[src/rtl/lsu_lane_pkg.sv]
package lsu_lane_pkg;
  localparam int WORD_BYTES = 4;
  localparam int LANE_W     = $clog2(WORD_BYTES);
  localparam int DATA_W     = WORD_BYTES * 8;
  localparam int CAUSE_W    = 5;

  typedef enum logic [1:0] {
    SZ_BYTE = 2'd0,
    SZ_HALF = 2'd1,
    SZ_WORD = 2'd2,
    SZ_WIDE = 2'd3
  } accSize_e;

  // strobes passed from control to datapath
  typedef struct packed {
    logic              storeFire;
    logic              loadFire;
    logic              misaligned;
    logic [LANE_W-1:0] reqLane;
    logic [LANE_W-1:0] reqLast;
    accSize_e          reqSize;
    logic              rspValid;
    logic [LANE_W-1:0] rspLane;
    accSize_e          rspSize;
    logic              rspUnsigned;
  } laneCtrl_t;
endpackage

[src/rtl/lsu_lane_ctrl.sv]
module lsu_lane_ctrl
  import lsu_lane_pkg::*;
(
  input  logic              clk,
  input  logic              rstN,
  input  logic              reqValid,
  input  logic              reqWrite,
  input  accSize_e          reqSize,
  input  logic              reqUnsigned,
  input  logic [LANE_W-1:0] lowAddr,
  output laneCtrl_t         ctrl
);
  logic [LANE_W-1:0] spanMask;
  logic              misaligned;
  logic              rspValidQ;
  logic [LANE_W-1:0] rspLaneQ;
  accSize_e          rspSizeQ;
  logic              rspUnsignedQ;

  always_comb begin
    unique case (reqSize)
      SZ_BYTE: spanMask = '0;
      SZ_HALF: spanMask = LANE_W'(1);
      default: spanMask = '1;
    endcase
  end

  assign misaligned = reqValid && ((lowAddr & spanMask) != '0);

  always_ff @(posedge clk or negedge rstN) begin
    if (!rstN) begin
      rspValidQ    <= 1'b0;
      rspLaneQ     <= '0;
      rspSizeQ     <= SZ_BYTE;
      rspUnsignedQ <= 1'b0;
    end else begin
      rspValidQ <= reqValid && !reqWrite && !misaligned;
      if (reqValid && !reqWrite && !misaligned) begin
        rspLaneQ     <= lowAddr;
        rspSizeQ     <= reqSize;
        rspUnsignedQ <= reqUnsigned;
      end
    end
  end

  always_comb begin
    ctrl.storeFire   = reqValid && reqWrite && !misaligned;
    ctrl.loadFire    = reqValid && !reqWrite && !misaligned;
    ctrl.misaligned  = misaligned;
    ctrl.reqLane     = lowAddr;
    ctrl.reqLast     = lowAddr | spanMask;
    ctrl.reqSize     = reqSize;
    ctrl.rspValid    = rspValidQ;
    ctrl.rspLane     = rspLaneQ;
    ctrl.rspSize     = rspSizeQ;
    ctrl.rspUnsigned = rspUnsignedQ;
  end
endmodule

[src/rtl/lsu_lane_datapath.sv]
module lsu_lane_datapath
  import lsu_lane_pkg::*;
#(
  parameter int          ADDR_W     = 32,
  parameter int unsigned CAUSE_CODE = 4
) (
  input  laneCtrl_t          ctrl,
  input  logic [ADDR_W-1:0]  reqAddr,
  input  logic [DATA_W-1:0]  storeData,
  input  logic [DATA_W-1:0]  memRdata,
  output logic [ADDR_W-1:0]  memAddr,
  output logic [DATA_W-1:0]  memWdata,
  output logic [WORD_BYTES-1:0] memBe,
  output logic [DATA_W-1:0]  loadData,
  output logic [CAUSE_W-1:0] errCause,
  output logic [ADDR_W-1:0]  badAddr
);
  localparam int SHIFT_W = LANE_W + 3;

  logic [DATA_W-1:0] sizeMask;
  logic [DATA_W-1:0] rdShifted;
  logic [SHIFT_W-1:0] wrShift;
  logic [SHIFT_W-1:0] rdShift;

  assign memAddr = {reqAddr[ADDR_W-1:LANE_W], {LANE_W{1'b0}}};

  // store side
  always_comb begin
    unique case (ctrl.reqSize)
      SZ_BYTE: sizeMask = DATA_W'(8'hFF);
      SZ_HALF: sizeMask = DATA_W'(16'hFFFF);
      default: sizeMask = '1;
    endcase
  end

  assign wrShift  = {ctrl.reqLane, 3'b000};
  assign memWdata = ctrl.storeFire ? ((storeData & sizeMask) << wrShift) : '0;

  for (genvar lane = 0; lane < WORD_BYTES; lane++) begin : g_laneEn
    assign memBe[lane] = ctrl.storeFire &&
                         (LANE_W'(lane) >= ctrl.reqLane) &&
                         (LANE_W'(lane) <= ctrl.reqLast);
  end

  // load side
  assign rdShift   = {ctrl.rspLane, 3'b000};
  assign rdShifted = memRdata >> rdShift;

  always_comb begin
    loadData = '0;
    if (ctrl.rspValid) begin
      unique case (ctrl.rspSize)
        SZ_BYTE: loadData = {{(DATA_W-8){!ctrl.rspUnsigned && rdShifted[7]}},
                             rdShifted[7:0]};
        SZ_HALF: loadData = {{(DATA_W-16){!ctrl.rspUnsigned && rdShifted[15]}},
                             rdShifted[15:0]};
        default: loadData = memRdata;
      endcase
    end
  end

  // fault reporting
  assign errCause = ctrl.misaligned ? CAUSE_W'(CAUSE_CODE) : '0;
  assign badAddr  = ctrl.misaligned ? reqAddr : '0;
endmodule

[src/rtl/lsu_lane_unit.sv]
module lsu_lane_unit
  import lsu_lane_pkg::*;
#(
  parameter int          ADDR_W     = 32,
  parameter int unsigned CAUSE_CODE = 4
) (
  input  logic                  clk,
  input  logic                  rstN,
  input  logic                  reqValid,
  input  logic                  reqWrite,
  input  logic [1:0]            reqSize,
  input  logic                  reqUnsigned,
  input  logic [ADDR_W-1:0]     reqAddr,
  input  logic [DATA_W-1:0]     storeData,
  output logic                  memReq,
  output logic                  memWrite,
  output logic [ADDR_W-1:0]     memAddr,
  output logic [DATA_W-1:0]     memWdata,
  output logic [WORD_BYTES-1:0] memBe,
  input  logic [DATA_W-1:0]     memRdata,
  output logic                  loadValid,
  output logic [DATA_W-1:0]     loadData,
  output logic                  addrErr,
  output logic [CAUSE_W-1:0]    errCause,
  output logic [ADDR_W-1:0]     badAddr
);
  laneCtrl_t ctrl;

  lsu_lane_ctrl i_ctrl (
    .clk        (clk),
    .rstN       (rstN),
    .reqValid   (reqValid),
    .reqWrite   (reqWrite),
    .reqSize    (accSize_e'(reqSize)),
    .reqUnsigned(reqUnsigned),
    .lowAddr    (reqAddr[LANE_W-1:0]),
    .ctrl       (ctrl)
  );

  lsu_lane_datapath #(
    .ADDR_W    (ADDR_W),
    .CAUSE_CODE(CAUSE_CODE)
  ) i_datapath (
    .ctrl     (ctrl),
    .reqAddr  (reqAddr),
    .storeData(storeData),
    .memRdata (memRdata),
    .memAddr  (memAddr),
    .memWdata (memWdata),
    .memBe    (memBe),
    .loadData (loadData),
    .errCause (errCause),
    .badAddr  (badAddr)
  );

  assign memReq    = ctrl.storeFire || ctrl.loadFire;
  assign memWrite  = ctrl.storeFire;
  assign loadValid = ctrl.rspValid;
  assign addrErr   = ctrl.misaligned;
endmodule

[config.mk]
export PLATFORM = sky130hd
export DESIGN_NAME = lsu_lane_unit
export DESIGN_NICKNAME = d
export VERILOG_FILES = /design/src/rtl/lsu_lane_pkg.sv /design/src/rtl/lsu_lane_ctrl.sv /design/src/rtl/lsu_lane_datapath.sv /design/src/rtl/lsu_lane_unit.sv
export SDC_FILE = /design/constraint.sdc
export NUM_CORES = 1
export LEC_CHECK = 0
export ABC_AREA = 1
export BUFFER_PORTS_ARGS = -buffer_cell sky130_fd_sc_hd__clkbuf_2
export CAP_MARGIN = 20
export CORE_AREA = 2 2 95 97
export CTS_CLUSTER_SIZE = 40
export DETAILED_ROUTE_END_ITERATION = 8
export DIE_AREA = 0 0 97 99
export PLACE_DENSITY = 0.67
export SYNTH_ARGS = -nofsm -noshare
export SYNTH_HDL_FRONTEND = slang
export SYNTH_SLANG_ARGS = --single-unit
[constraint.sdc]
create_clock -name clk -period 1.9 [get_ports clk]
set_clock_uncertainty 0.2 [all_clocks]
set_input_delay 0.095 -clock clk [delete_from_list [all_inputs] [get_ports clk]]
set_output_delay 0.095 -clock clk [all_outputs]
set_load 0.03 [all_outputs]
* Yosys cells after proc, flatten, opt, wreduce, memory -nomap -nowiden
Index checks and enable logic that the tools add are counted.
** Word-level totals
- Word-level logic and storage cells :: 48
- ROM bits :: 0
- Flip-flop bits (word level) :: 6
- Memory bits (writable) :: 0
- Bits in latches :: 0
- Output and inout bits :: 141
- Bits of input ports :: 103
- Memories :: 0
** Operators by class
- Reduce and logical (&&, ||, !) cells :: 22
- Multipliers :: 0
- Equality and inequality tests :: 2
- Divide/modulo/power cells :: 0
- Shift-type cells :: 2
- Bitwise logic cells :: 3
- Add/sub/neg operators :: 0
- Muxes and demuxes :: 7
- $lt $le $gt $ge :: 8
** Operator list (count)
- $pmux W32 S2 :: 2
- $mux W32 :: 3
- $and A32 B32 Y32 :: 1
- $shl A32 B5 Y32 :: 1
- $shr A32 B5 Y16 :: 1
- $logic_and A1 B1 Y1 :: 15
- $eq A2 B1 Y1 const B :: 2
- $ge A1 B2 Y1 const A :: 2
- $ge A2 B2 Y1 const A :: 2
- $le A1 B2 Y1 const A :: 2
- $le A2 B2 Y1 const A :: 2
- $logic_not A2 Y1 :: 2
- $pmux W2 S2 :: 1
- $logic_not A1 Y1 :: 3
- $mux W3 :: 1
- $and A2 B2 Y2 :: 1
- $or A2 B2 Y2 :: 1
- $reduce_bool A2 Y1 :: 1
- $logic_or A1 B1 Y1 :: 1

* Longest topological paths before layout
- Depth in word-level cells :: 9
- Gate-level depth with buffers :: 9
- Mapped depth without buffers :: 8

* Cells and area by module
Synthesis repeated with hierarchy kept, for this count alone.
** Second synthesis, totals
- Cells, all modules :: 503
- Area total of the unflattened synthesis :: 2626.3 um^2
** Modules (own cells, without submodules)
- lsu_lane_datapath :: instances 1, area an instance 2258.4 um^2, seq. area each 0.0 um^2, cells each 457
- lsu_lane_ctrl :: instances 1, area an instance 356.6 um^2, seq. area each 150.1 um^2, cells each 43
- lsu_lane_unit :: instances 1, area an instance 11.3 um^2, seq. area each 0.0 um^2, cells each 3

* Least setup slack after synthesis
Ideal clock, no wire load.
- Path type :: reg-to-output
- Start point :: register i_ctrl.rspSizeQ[1]
- End point :: output loadData[23]
- Data required time :: 1.605 ns
- Arrival time :: 1.566 ns
- Buffers on the path :: 2
- Setup slack :: 0.039 ns
- Cell stages (with the launch flop) :: 6
- Path through :: dfrtp_1 buf_4 nor2_1 nand3b_4 buf_6 a21oi_1
** On the way
- Longest elaborated chain between the ends :: 3
- Elaborated cells between the ends (all ways) :: 4
- Those cells by class :: 1 x eq/ne; 2 x mux; 1 x reduce/logical
** Ends and longest elaborated chain
- start: declaration :: line lsu_lane_ctrl.sv:17 : accSize_e rspSizeQ;
- start signal: assignment :: line lsu_lane_ctrl.sv:40 : rspSizeQ <= reqSize;
- $eq A2 B1 Y1 or $logic_not A2 Y1 (tied branches) :: line lsu_lane_datapath.sv:52 : unique case (ctrl.rspSize)
- $pmux W32 S2 (*) :: line lsu_lane_datapath.sv:52
- $mux W32 (*) :: line lsu_lane_datapath.sv:51 : if (ctrl.rspValid) begin
- end: declaration :: line lsu_lane_unit.sv:22 : output logic [DATA_W-1:0] loadData,
Mark *: on every way between the ends. The rest lies on a longest branch, timed or not.

* Worst setup path in the final report
- Start point :: register i_ctrl.rspLaneQ[0]
- End point :: output loadData[18]
** On the way
- Longest elaborated chain between the ends :: 4
- Elaborated cells between the ends (all ways) :: 5
- Those cells by class :: 1 x shift; 2 x mux; 2 x reduce/logical
** Ends and longest elaborated chain
- start: declaration :: line lsu_lane_ctrl.sv:16 : logic [LANE_W-1:0] rspLaneQ;
- start signal: assignment :: line lsu_lane_ctrl.sv:39 : rspLaneQ <= lowAddr;
- $shr A32 B5 Y16 (*) :: line lsu_lane_datapath.sv:47 : assign rdShifted = memRdata >> rdShift;
- $logic_and A1 B1 Y1, on equally long branches :: line lsu_lane_datapath.sv:55, lsu_lane_datapath.sv:53
- $pmux W32 S2 (*) :: line lsu_lane_datapath.sv:52
- $mux W32 (*) :: line lsu_lane_datapath.sv:51
Marked as above.

==> flow_summary.ini <==
[status]
status = complete, but fails checks
violations = negative setup slack

[synthesis]
synthCells = 483
syn_area_sq_mm = 0.00245
synth-seq-area-share = 0.0613
avgSynthCellArea_sq_um = 5.07
ys_warn_count = 0
ys_types = 29
ys_ff_latch = 6

[die]
die_y_microns = 99
start_util = 0.287
die_area_sq_mm = 0.00960
fp-row-count = 34
core_area_sq_mm = 0.00855
die_w_microns = 97
pin_count = 244

[finish]
antenna_cells = 0
syn_to_final_growth_pct = 64.4
nNetsFinal = 797
drive_above_1_share = 0.444
final_core_util = 0.471

[global_route]
grt_overflow_total = 0
grtUsageMet2 = 0.343
use_met3 = 0.0333
grt_pass1_vias = 3382
antenna_found_initial = 1
track_usage = 0.193
grt_pass1_wl_microns = 15800
grt_util_met1 = 0.236
grt-busiest-layer = met2
grt_max_degree = 35

[clock_tree]
cts_inserted_buffers = 3
clock_sinks = 6
clockRootBuffer = clkbuf_8
cts_tree = done
path_clk_slew_ns = 0.03
cts_buffer_depth = 2
cts.htree.levels = 1
worst_skew_pair.late_latency_ns = 0.22

[timing]
period_minus_slack_ns = 2.00
rsz0062_at_grt = true
maxSlewViolCount = 0
hold_viol_final = 0
worst_pin_slew_ns = 0.665
min_period_over_period = 1.05
maxSlewHeadroom = 0.556
layout_setup_ws_ns = -0.0999
fmax_mhz = 500
tns_ns = -1.49
finalSetupViolCount = 22

[detailed_routing]
drt_iter0_drc = 146
wl_per_cell_microns = 12.8
via_count = 3827
routed_wirelength_microns = 10200
via_per_inst = 4.78
post-route-drc-count = 0
ant_nets = 0
firstDrtPassIters = 7

[worst_setup_path]
r2r_slack_ns = 0.78
crit_type = reg -> out
critPathRequiredTime_ns = 1.60
rr_worst_depth = 3
r2r-end = i_ctrl.rspSizeQ[1]$_DFFE_PN0P_
start_kind = register
crit-reg2reg-launch = i_ctrl.rspSizeQ[1]$_DFFE_PN0P_
end_kind = output port
critPathMaxFanout = 8
arrival_ns = 1.70

[run]
maxCapViolCount = 0

[power]
vdd_drop_max_v = 0.000186
power_density_mw_per_mm2 = 483
leakagePower_nw = 2.44

[placement]
portBuffers = 237
dpl.hpwl_microns = 7920
gp_congestion = 0.972

[hold_path]
hp-class = in -> async
synthesized netlist by cell type:
master,instances,area [sq um]
nor2_8,1,20.0
buf_4,40,300
nand3_1,6,30.0
nand3_2,2,20.0
nand2_4,1,11.3
nand2_1,121,454
a21oi_2,3,26.3
inv_4,1,6.26
nor3_1,11,55.1
a211oi_1,2,15.0
nor2_1,98,368
conb_1,1,3.75
inv_2,2,7.51
clkbuf_1,9,33.8
nand3b_4,1,20.0
o21ai_0,46,230
a21oi_1,43,215
inv_6,1,8.76
nor2_4,1,11.3
clkinv_2,1,5.00
a22o_1,7,61.3
buf_6,5,56.3
buf_2,9,45.0
buf_1,1,3.75
dfrtp_1,6,150
nand2_2,4,25.0
inv_1,56,210
clkinv_1,1,3.75
nand3_4,3,52.6
flip-flops by register name, indices dropped and copies added, names as in the netlist:
| register | cells |
|---|---|
| i_ctrl.rspLaneQ | 2 |
| i_ctrl.rspSizeQ | 2 |
| i_ctrl.rspUnsignedQ | 1 |
| i_ctrl.rspValidQ | 1 |
worst max-delay path by stage:
| stage | from | endpoint | slack, ns | cells after the start |
|---|---|---|---|---|
| 2_1_floorplan | i_ctrl.rspSizeQ[1]$_DFFE_PN0P_ | loadData[23] | 0.04 | 5 |
| 3_3_place_gp | i_ctrl.rspLaneQ[0]$_DFFE_PN0P_ | loadData[24] | 0.07 | 7 |
| 3_5_place_dp | i_ctrl.rspLaneQ[0]$_DFFE_PN0P_ | loadData[19] | 0.02 | 7 |
| 4_1_cts | i_ctrl.rspLaneQ[0]$_DFFE_PN0P_ | loadData[19] | -0.06 | 7 |
| 5_1_grt | i_ctrl.rspLaneQ[0]$_DFFE_PN0P_ | loadData[11] | -0.16 | 9 |
| 6_report | i_ctrl.rspLaneQ[0]$_DFFE_PN0P_ | loadData[18] | -0.1 | 7 |
metal layers:
metal  part of all wire  wire length (microns)  up-vias
li1                   -                      -     1894
met1               0.39                   3950     1678
met2               0.50                   5070      227
met3              0.093                    947       26
met4              0.022                    225        2
met5             0.0013                     13        -
power by group:
group	internal [mW]	switching, mW	leakage (nW)
Clock	0.136	0.0504	0.0216
Combinational	0.581	1.00	2.34
Sequential	0.148	0.0281	0.0736
cell type report:
class                   count  area (sq um)
flip-flops and latches      6           151
fillers                   884          4520
repair buffers            264          1680
clock buffers               3          41.3
multi-input cells         357          1770
inverters                  62           249
well taps                 108           135
per-stage QoR:
step,total power [mW],setup WS [ns],hold WS (ns),cell area [sq um],instances
after detailed placement,1.49,0.0180,-0.267,3490,784
after global routing,2.09,-0.158,0.0593,4030,800
after global placement,1.47,0.0726,-0.272,3490,784
after CTS,1.89,-0.0631,0.0490,3960,799
final,1.94,-0.0999,0.0530,4030,800
after floorplan,1.14,0.0387,-0.401,2470,488
critical path, stage by stage (launching register included):
cell and delay (ns):
dfrtp_2 0.46, buf_12 0.16, nor2_8 0.12, nand2_2 0.08
nand2_4 0.10, nand3b_4 0.19, a21oi_2 0.19, clkbuf_8 0.17
layout by cell type (no fill, tap or decap), drive strengths merged:
cell,count
a211oi,2
a21oi,46
a22o,7
buf,35
bufbuf,1
clkbuf,225
clkinv,2
conb,6
dfrtp,6
dlygate4sd3,6
inv,60
nand2,126
nand3,11
nand3b,2
nor2,100
nor3,11
o21ai,46
cell families (layout without fill, tap and decap cells):
family,after synthesis,after routing,share of synthesized area
AOI/OAI and AO/OA,101,101,0.224
buffers and inverters,126,329,0.278
DFF,6,6,0.0613
other,1,6,0.00153
and+or+nand+nor,249,250,0.436
what timing repair did:
item | CTS | global route
endpoints found under the hold margin | 10 | 0
pin swaps | 22 | 6
endpoints found under the setup margin | 27 | 46
gates cloned | 3 | 0
gates resized for setup | 67 | 47
buffers inserted | 3 | 1
hold buffers | 6 | 0
Power figures use the tool's default switching activity.
